File: src/rtl/sst_pkg.sv
package sst_pkg;
    localparam int unsigned SST_DATA_W = 8;
    localparam int unsigned SST_SYNC_STAGES = 2;

    function automatic logic tx_path_active(
        input logic en, input logic syn, input logic master,
        input logic txe, input logic rxs, input logic rxc);
        return en & syn & ~master & txe & ~rxs & ~rxc;
    endfunction
endpackage

File: src/rtl/sst_edge_sync.sv
module sst_edge_sync #(
    parameter int unsigned STAGES = 2
) (
    input  logic clk,
    input  logic rst_n,
    input  logic async_in,
    output logic fall
);
    logic [STAGES:0] pipe_d, pipe_q;

    always_comb begin
        pipe_d = {pipe_q[STAGES-1:0], async_in};
    end

    always_ff @(posedge clk or negedge rst_n) begin
        if (!rst_n) pipe_q <= '0;
        else        pipe_q <= pipe_d;
    end

    assign fall = pipe_q[STAGES] & ~pipe_q[STAGES-1];

    // A falling edge lasts exactly one system cycle
    assert_single_fall_R6: assert property (@(posedge clk) disable iff (!rst_n)
        fall |=> !fall);
endmodule

File: src/rtl/sst_shifter.sv
module sst_shifter #(
    parameter int unsigned WORD_W = 9,
    parameter int unsigned CNT_W  = $clog2(WORD_W + 1)
) (
    input  logic              clk,
    input  logic              rst_n,
    input  logic              clear,
    input  logic              load,
    input  logic [WORD_W-1:0] load_word,
    input  logic [CNT_W-1:0]  load_len,
    input  logic              advance,
    input  logic              stop,
    output logic              cur_bit,
    output logic              on_last,
    output logic              busy
);
    typedef struct packed {
        logic              busy;
        logic [WORD_W-1:0] sh;
        logic [CNT_W-1:0]  left;
    } sh_t;

    sh_t st_d, st_q;

    always_comb begin
        st_d = st_q;
        if (clear) begin
            st_d = '0;
        end else if (load) begin
            st_d.busy = 1'b1;
            st_d.sh   = load_word;
            st_d.left = load_len;
        end else if (advance && st_q.busy) begin
            st_d.sh   = st_q.sh >> 1;
            st_d.left = st_q.left - 1'b1;
        end else if (stop) begin
            st_d.busy = 1'b0;
            st_d.left = '0;
        end
    end

    always_ff @(posedge clk or negedge rst_n) begin
        if (!rst_n) st_q <= '0;
        else        st_q <= st_d;
    end

    assign cur_bit = st_q.busy ? st_q.sh[0] : 1'b1;
    assign on_last = (st_q.left == CNT_W'(1));
    assign busy    = st_q.busy;

    // A busy shifter always has bits left to send
    assert_busy_count_R6: assert property (@(posedge clk) disable iff (!rst_n)
        st_q.busy |-> (st_q.left != '0));
    // The controller never shifts past the last bit
    assert_no_overshift_R5: assert property (@(posedge clk) disable iff (!rst_n)
        (advance && st_q.busy) |-> !on_last);
endmodule

File: src/rtl/sync_slave_tx.sv
module sync_slave_tx
    import sst_pkg::*;
#(
    parameter int unsigned DATA_W      = SST_DATA_W,
    parameter int unsigned SYNC_STAGES = SST_SYNC_STAGES
) (
    input  logic              clk,
    input  logic              rst_n,
    input  logic              port_en,
    input  logic              sync_mode,
    input  logic              clk_src_master,
    input  logic              tx_en,
    input  logic              rx_single_en,
    input  logic              rx_cont_en,
    input  logic              nine_bit,
    input  logic              bit9_val,
    input  logic              tx_irq_en,
    input  logic              wr_valid,
    input  logic [DATA_W-1:0] wr_data,
    input  logic              sck_in,
    output logic              sdo,
    output logic              sdo_oe,
    output logic              hold_empty,
    output logic              shift_empty,
    output logic              tx_irq
);
    localparam int unsigned WORD_W = DATA_W + 1;
    localparam int unsigned CNT_W  = $clog2(WORD_W + 1);

    typedef struct packed {
        logic              hold_full;
        logic              hold_nine;
        logic [WORD_W-1:0] hold_word;
    } ctl_t;

    ctl_t ctl_d, ctl_q;

    logic              active, sck_fall, sh_busy, sh_last, sh_bit;
    logic              done, adv, free;
    logic              ld, stop;
    logic [WORD_W-1:0] ld_word;
    logic [CNT_W-1:0]  ld_len;

    sst_edge_sync #(.STAGES(SYNC_STAGES)) u_sync (
        .clk(clk), .rst_n(rst_n), .async_in(sck_in), .fall(sck_fall)
    );

    sst_shifter #(.WORD_W(WORD_W), .CNT_W(CNT_W)) u_shift (
        .clk(clk), .rst_n(rst_n), .clear(~active),
        .load(ld), .load_word(ld_word), .load_len(ld_len),
        .advance(adv), .stop(stop),
        .cur_bit(sh_bit), .on_last(sh_last), .busy(sh_busy)
    );

    always_comb begin
        active  = tx_path_active(port_en, sync_mode, clk_src_master,
                                 tx_en, rx_single_en, rx_cont_en);
        done    = sck_fall & sh_busy & sh_last;
        adv     = sck_fall & sh_busy & ~sh_last;
        ctl_d   = ctl_q;
        ld      = 1'b0;
        stop    = 1'b0;
        ld_word = '0;
        ld_len  = '0;
        free    = ~sh_busy;
        if (!active) begin
            ctl_d = '0;
        end else begin
            if (done) begin
                if (ctl_q.hold_full) begin
                    ld              = 1'b1;
                    ld_word         = ctl_q.hold_word;
                    ld_len          = ctl_q.hold_nine ? CNT_W'(WORD_W) : CNT_W'(DATA_W);
                    ctl_d.hold_full = 1'b0;
                end else begin
                    stop = 1'b1;
                    free = 1'b1;
                end
            end
            if (wr_valid) begin
                if (free) begin
                    ld      = 1'b1;
                    ld_word = {bit9_val, wr_data};
                    ld_len  = nine_bit ? CNT_W'(WORD_W) : CNT_W'(DATA_W);
                end else if (!ctl_d.hold_full) begin
                    ctl_d.hold_full = 1'b1;
                    ctl_d.hold_nine = nine_bit;
                    ctl_d.hold_word = {bit9_val, wr_data};
                end
            end
        end
    end

    always_ff @(posedge clk or negedge rst_n) begin
        if (!rst_n) ctl_q <= '0;
        else        ctl_q <= ctl_d;
    end

    assign sdo         = sh_bit;
    assign sdo_oe      = active;
    assign hold_empty  = ~ctl_q.hold_full;
    assign shift_empty = ~sh_busy;
    assign tx_irq      = ~ctl_q.hold_full & tx_irq_en;

    // A held word always waits behind a word being shifted
    assert_hold_needs_shift_R4: assert property (@(posedge clk) disable iff (!rst_n)
        ctl_q.hold_full |-> sh_busy);
    // An idle write starts shifting at once
    assert_idle_write_loads_R3: assert property (@(posedge clk) disable iff (!rst_n)
        (active && wr_valid && !sh_busy) |=> !shift_empty);
    // End of word with a held word: hand-off keeps shifting and empties the holding register
    assert_handoff_R5: assert property (@(posedge clk) disable iff (!rst_n)
        (active && done && ctl_q.hold_full && !wr_valid) |=> (!shift_empty && hold_empty));
    // Leaving the active condition clears both registers
    assert_disable_clears_R2: assert property (@(posedge clk) disable iff (!rst_n)
        !active |=> (hold_empty && shift_empty));
    // A write into a full holding register leaves it untouched
    assert_full_write_kept_R9: assert property (@(posedge clk) disable iff (!rst_n)
        (active && ctl_q.hold_full && !done && wr_valid) |=> $stable(ctl_q.hold_word));
endmodule

File: config.mk
export PLATFORM = sky130hd
export DESIGN_NAME = sync_slave_tx
export DESIGN_NICKNAME = d
export VERILOG_FILES = /design/src/rtl/sst_pkg.sv /design/src/rtl/sst_edge_sync.sv /design/src/rtl/sst_shifter.sv /design/src/rtl/sync_slave_tx.sv
export SDC_FILE = /design/constraint.sdc
export NUM_CORES = 1
export LEC_CHECK = 0
export BUFFER_PORTS_ARGS = -buffer_cell sky130_fd_sc_hd__clkbuf_2
export CAP_MARGIN = 5
export CORE_MARGIN = 4
export CORE_UTILIZATION = 30
export CTS_BUF_LIST = sky130_fd_sc_hd__clkbuf_16
export DETAILED_ROUTE_END_ITERATION = 12
export PLACE_DENSITY = 0.58
export RECOVER_POWER = 25
export SYNTH_ARGS = -nofsm -noshare
export SYNTH_HDL_FRONTEND = slang
export SYNTH_SLANG_ARGS = --single-unit
export TNS_END_PERCENT = 5
File: constraint.sdc
create_clock -name clk -period 1.7 [get_ports clk]
set_input_delay 0 -clock clk [delete_from_list [all_inputs] [get_ports clk]]
set_output_delay 0 -clock clk [all_outputs]
set_load 0.05 [all_outputs]
==> impl_metrics.json, run 1 <==
{
  "ys_top_cells_by_area": "dfrtp_1 44%, o31ai_1 5.2%, a21oi_1 4.7%",
  "skew_ns": 0.00498,
  "placed_area_sq_um": 1890,
  "max_freq_mhz": 559,
  "dpl.cell_count": 258,
  "startpoint_type": "flop",
  "path_clk_slew_ns": 0.07,
  "postSynthAreaPerCell_sq_um": 10.1,
  "clock_sinks": 28,
  "total_power_mw": 1.35,
  "path_class": "flop to flop",
  "fin_crit_ns": 1.79,
  "syn_inst": 156,
  "synth_flop_cell": "dfrtp_1",
  "worstPathRequired_ns": 1.85,
  "vdd_drop_max_v": 0.000346,
  "drt-vias-per-instance": 5.50,
  "numCtsBuffers": 3,
  "synth_fp_nets": 179,
  "core-area_sq_um": 5110,
  "insertion_delay_ns": 0.26,
  "worstMarginPinSlew_ns": 0.735,
  "yosys_warnings": 0,
  "die_area_sq_um": 6500,
  "grt_pass1_vias": 1385,
  "hold_path_class": "primary input to flop",
  "synth-edff-count": 0,
  "status": "complete, but fails checks",
  "track_usage_pct": 13.5,
  "drive_gt1_share_pct": 31.8,
  "yosysTopAreaCell": "dfrtp_1",
  "p_per_area_nw_per_um2": 653,
  "fin_crit_sh_pct": 105,
  "cp_data_arrival_time_ns": 1.93,
  "first_pass_iters": 4,
  "cts-root-buf": "clkbuf_16",
  "cts_htree_levels": 1,
  "p_clk_share_pct": 40.6,
  "clock_path_buffers": 2,
  "holdWs_ns": 0.00317,
  "ys_types": 46,
  "seq_power_share_pct": 50.0,
  "io_pins": 26,
  "synth_top_area_share_pct": 44.3,
  "syn_area_sq_um": 1580,
  "rsz0062_at_grt": "yes",
  "antenna_found_initial": 0,
  "syn_to_final_growth_pct": 30.3,
  "grt_max_degree": 29,
  "overflow": 0,
  "p_leak_nw": 0.815,
  "ys_ff_latch": 28,
  "async_flop_share_pct": 100,
  "final_area_sq_um": 2060,
  "routed_wl_um": 4270,
  "cts_tree": "done",
  "max_cap_viol_count": 0,
  "vias": 1475,
  "antenna_cells": 0,
  "setup_ws_ns": -0.0898,
  "synth-seq-area-share_pct": 44.3,
  "slew_headroom_pct": 51.0,
  "routabilityCongestion": 0.786,
  "routedWlPerCell_um": 15.9,
  "p_sw_mw": 0.306,
  "cp-end-kind": "flop",
  "die_h_um": 80.6,
  "row_count": 26,
  "antenna_left": 0,
  "initialDrtViolationCount": 140,
  "drv_slew": 0,
  "grt_pass1_wl_um": 6930,
  "crit_fanout": 10,
  "final_cells": 268,
  "pwr-share-comb_pct": 9.4,
  "initial_core_util_pct": 31.0,
  "route.detailed.drc": 0,
  "netSwitchingFraction_pct": 22.8,
  "place.port_buffers": 25,
  "final_net_count": 222,
  "p_int_mw": 1.04,
  "hold_viol_final": 0,
  "r2r_slack_ns": -0.09,
  "yosys.cell_count.top_type": "dfrtp_1",
  "synthTopCellsByCount": "28 x dfrtp_1, 15 x a21oi_1, 11 x nand4_1, 11 x o31ai_1, 8 x nor2_1",
  "die_x_um": 80.6,
  "violations": "negative setup slack",
  "dp_slack_ns": -0.116,
  "setup_violations": 21,
  "postCtsSetupBuffers": 0,
  "hpwl_um": 3010
}
## power groups by stage
stage / combinational [mW] / clock [mW] / sequential, mW
3_3_place_gp: 0.113 / 0 / 0.686
6_report: 0.126 / 0.546 / 0.673
3_5_place_dp: 0.113 / 0 / 0.686
2_1_floorplan: 0.0556 / 0 / 0.686
5_1_grt: 0.139 / 0.588 / 0.673
4_1_cts: 0.124 / 0.555 / 0.673
## per-stage QoR
step | util, % | setup TNS (ns)
final | 40.3 | -1.06
after global routing | 40.3 | -3.24
after CTS | 39.9 | -0.928
after detailed placement | 36.9 | -1.17
after global placement | 36.9 | -0.812
after floorplan | - | 0
## cells by family (layout without fill, tap and decap cells)
kind of cell / Yosys count / after routing / share of synthesized area [%]
compound gates: 60 / 61 / 28.9
flops: 28 / 28 / 44.3
simple gates: 49 / 49 / 19.9
fa+ha+maj: 2 / 2 / 1.58
buf+inv: 17 / 58 / 5.30
## metal layers
metal	GRT usage [%]	vias up	share of wire, %
met4	3.72	0	0.73
li1	-	703	-
met1	20.0	720	46
met3	1.91	2	6.4
met5	0	-	0
met2	20.4	50	47
## critical path: stages, from the launching register on
cell and delay, ns:
dfrtp_1 0.38, inv_1 0.07, ha_1 0.15, or3b_1 0.36, buf_6 0.17, o32a_4 0.35
o22ai_1 0.13, nor2_1 0.05
## cell type report
| type | count | area, sq um |
|---|---|---|
| clock buffer | 3 | 75.1 |
| clock inverter | 1 | 3.75 |
| sequential | 28 | 701 |
| tap | 70 | 87.6 |
| timing repair buffer | 46 | 324 |
| inverter | 8 | 31.3 |
| fill | 517 | 3050 |
| multi-input combinational | 112 | 838 |
## flip-flops by register name, indices dropped and copies added, names as in the netlist
register / count
u_shift.st_q: 13
ctl_q: 11
u_sync.pipe_q: 3
u_shift.busy: 1
## path summary, 6_finish.rpt
kind                                              from                     endpoint  cells after the start
max in group asynchronous                        rst_n         ctl_q[9]$_DFFE_PN0P_                      2
max reg2reg                u_shift.st_q[1]$_DFFE_PN0P_  u_shift.st_q[8]$_DFFE_PN0P_                      7
min reg2reg                 u_sync.pipe_q[0]$_DFF_PN0_   u_sync.pipe_q[1]$_DFF_PN0_                      0
min in group asynchronous                        rst_n  u_shift.st_q[0]$_DFFE_PN0P_                      2
max                        u_shift.st_q[1]$_DFFE_PN0P_  u_shift.st_q[8]$_DFFE_PN0P_                      7
min                                         wr_data[5]         ctl_q[5]$_DFFE_PN0P_                      3
## layout by cell type, fill, tap and decap left out, drive strengths merged, types with 2 or more instances in the layout
cell type / n
a21oi: 16
clkbuf: 28
ha: 2
dfrtp: 28
nor2: 8
nor4: 3
dlygate4sd3: 5
nor2b: 3
nand2b: 3
o31ai: 11
nand3: 5
buf: 16
a22oi: 6
o32ai: 2
clkinv: 2
o22ai: 7
o221ai: 6
o21ai: 4
nand2: 5
inv: 7
nor3: 3
nand4: 11
## repair_timing
item,4_1_cts,5_1_grt
gates cloned,0,1
endpoints found under the hold margin,33,0
setup endpoints to repair,22,22
pin swaps,2,6
hold buffers,5,0
resized for setup,4,3
Note: power is estimated with default switching activity, not from simulation.
==> run 2, diff against run 1 <==
Settings changed: GPL_ROUTABILITY_DRIVEN set to 0, SETUP_SLACK_MARGIN set to 0.4.
==> run 2 against run 1 <==
Effect of this change:
- the run still ends with negative setup slack left
- register-to-register slack improved by 0.04 ns
- highest routed layer unchanged
- clock power rose by 29%
- sequential power barely moved
- total power rose by 13%
- core utilization rose by 2.0 points
- routed wire length rose by 0.14%
- clock skew fell by 0.0021 ns
- critical path depth did not move
- non-clock buffer count rose by 7
- design area rose by 4.9%
- sequential cell count did not move
- largest power group is now the clock network
- worst hold slack got worse by 0.0012 ns
==> impl_metrics.json, run 2 (synthesized netlist as in run 1, its figures left out) <==
{
  "status": "complete, but fails checks",
  "violations": "negative setup slack",
  "utilization_pct": 42.3,
  "final_cell_mix": "28 x dfrtp_1, 25 x clkbuf_2, 16 x buf_4",
  "hpwl_um": 2970,
  "critPathSlowestCell": "dfrtp_1",
  "hold_viol_final": 0,
  "grt_pass1_vias": 1407,
  "rsz0062_at_grt": "yes",
  "die_area_sq_um": 6500,
  "worstPathRequired_ns": 1.85,
  "path_clk_slew_ns": 0.07,
  "setup_violations": 20,
  "cp_data_arrival_time_ns": 1.90,
  "r2r_slack_ns": -0.05,
  "final_net_count": 228,
  "r2r-start": "u_shift.st_q[1]$_DFFE_PN0P_",
  "insertion_delay_ns": 0.26,
  "fin_crit_ns": 1.75,
  "numCtsBuffers": 3,
  "final_common_cell": "dfrtp_1",
  "worstMarginPinSlew_ns": 0.716,
  "first_pass_iters": 4,
  "routedWlPerCell_um": 15.6,
  "max_freq_mhz": 573,
  "grt_pass1_wl_um": 6950,
  "regMostFlops": "u_shift.st_q",
  "startpoint_type": "flop",
  "setup_ws_ns": -0.0461,
  "antenna_found_initial": 0,
  "syn_to_final_growth_pct": 36.7,
  "die_h_um": 80.6,
  "clock_sinks": 28,
  "initialDrtViolationCount": 131,
  "path_class": "flop to flop",
  "cp.depth": 7,
  "slowest_delay_ns": 0.39,
  "cts-root-buf": "clkbuf_16",
  "p_leak_nw": 0.878,
  "crit_end": "u_shift.st_q[6]$_DFFE_PN0P_",
  "worstRegToRegCells": 7,
  "largest_reg_flops": 13,
  "fin_crit_sh_pct": 103,
  "die_x_um": 80.6,
  "reg_top3": "u_shift.st_q (13), ctl_q (11), u_sync.pipe_q (3)",
  "clock_path_buffers": 2,
  "drive_gt1_share_pct": 34.3,
  "core-area_sq_um": 5110,
  "timing.critical_path.buf_inv": 2,
  "overflow": 0,
  "row_count": 26,
  "drv_slew": 0,
  "grt_max_degree": 29,
  "place.port_buffers": 25,
  "drt-vias-per-instance": 5.32,
  "track_usage_pct": 13.6,
  "route.detailed.drc": 0,
  "io_pins": 26,
  "r2r-end": "u_shift.st_q[6]$_DFFE_PN0P_",
  "antenna_left": 0,
  "hold_path_class": "primary input to flop",
  "skew_ns": 0.00284,
  "slew_headroom_pct": 52.3,
  "path_delay_family": "simple AND/OR/NAND/NOR gates",
  "cts_tree": "done",
  "holdWs_ns": 0.00199,
  "cp_cell_sequence": "inv_2, ha_1, or3b_1, buf_6, o32a_4, nor2_1, nor3_1",
  "initial_core_util_pct": 31.0,
  "max_cap_viol_count": 0,
  "routed_wl_um": 4280,
  "cts_htree_levels": 1,
  "antenna_cells": 0,
  "vdd_drop_max_v": 0.000338,
  "vias": 1457,
  "p_per_area_nw_per_um2": 702,
  "cp-end-kind": "flop",
  "crit_fanout": 9,
  "crit_start": "u_shift.st_q[1]$_DFFE_PN0P_"
}
## run 2: cell count changes in the layout (fill, tap and decap cells not counted), moves of 3 or more
cell           previous run  this run
buf_4                    13        16
dlygate4sd3_1             5         9
o22ai_1                   6         2
o22ai_2                   1         5
## run 2: area by class of cell
type,instances,area [sq um]
clock inverter,1,30.0
fill,502,2950
sequential,28,701
inverter,8,31.3
multi-input combinational,111,851
timing repair buffer,53,387
clock buffer,3,75.1
tap,70,87.6
## run 2: timing repair
action                     in CTS  in global routing
hold buffers                    9                  0
cloned                          0                  0
setup buffers                   1                  0
resized for setup               6                  4
hold endpoints to repair       37                  0
setup endpoints to repair      25                 25
pin swaps                       2                  4
## run 2: worst min-delay path by stage
stage	startpoint	to	slack, ns	depth (start not counted)
global placement	rst_n	u_shift.st_q[10]$_DFFE_PN0P_	0.1	1
global route	wr_data[2]	ctl_q[2]$_DFFE_PN0P_	0.01	3
detailed placement	rst_n	u_shift.st_q[10]$_DFFE_PN0P_	0.09	1
finish	wr_data[2]	ctl_q[2]$_DFFE_PN0P_	0.002	3
floorplan	rst_n	ctl_q[0]$_DFFE_PN0P_	-0.30	0
CTS	wr_data[2]	ctl_q[2]$_DFFE_PN0P_	0.003	3
## run 2: routing by layer
metal  GRT usage (%)  part of all wire [%]  up-vias
li1                -                     -      708
met4            5.07                  0.84        0
met3            1.46                   2.9        5
met2            21.9                    49       29
met5               0                     0        -
met1            18.7                    47      715
## run 2: through the flow
| stage | cells | total power, mW | setup TNS (ns) | setup slack (ns) | area (sq um) |
|---|---|---|---|---|---|
| after CTS | 274 | 1.52 | -0.801 | -0.0574 | 2140 |
| final | 274 | 1.52 | -0.532 | -0.0461 | 2160 |
| after floorplan | 156 | 0.741 | 0 | 0.0383 | 1580 |
| after detailed placement | 260 | 0.799 | -0.841 | -0.0583 | 1890 |
| after global routing | 274 | 1.57 | -2.53 | -0.150 | 2160 |
| after global placement | 260 | 0.799 | -0.190 | -0.0267 | 1890 |
## run 2: power breakdown
| part | switching [mW] | total, mW | internal (mW) | leakage (nW) |
|---|---|---|---|---|
| Sequential | 0.00317 | 0.674 | 0.670 | 0.384 |
| Combinational | 0.0762 | 0.137 | 0.0613 | 0.442 |
| Clock | 0.237 | 0.706 | 0.469 | 0.0511 |
| Total | 0.316 | 1.52 | 1.20 | 0.878 |
## run 2: worst min-delay path, cell delays in order
cell,delay (ns)
clkbuf_2,0.11
nand4_1,0.07
a21oi_1,0.05
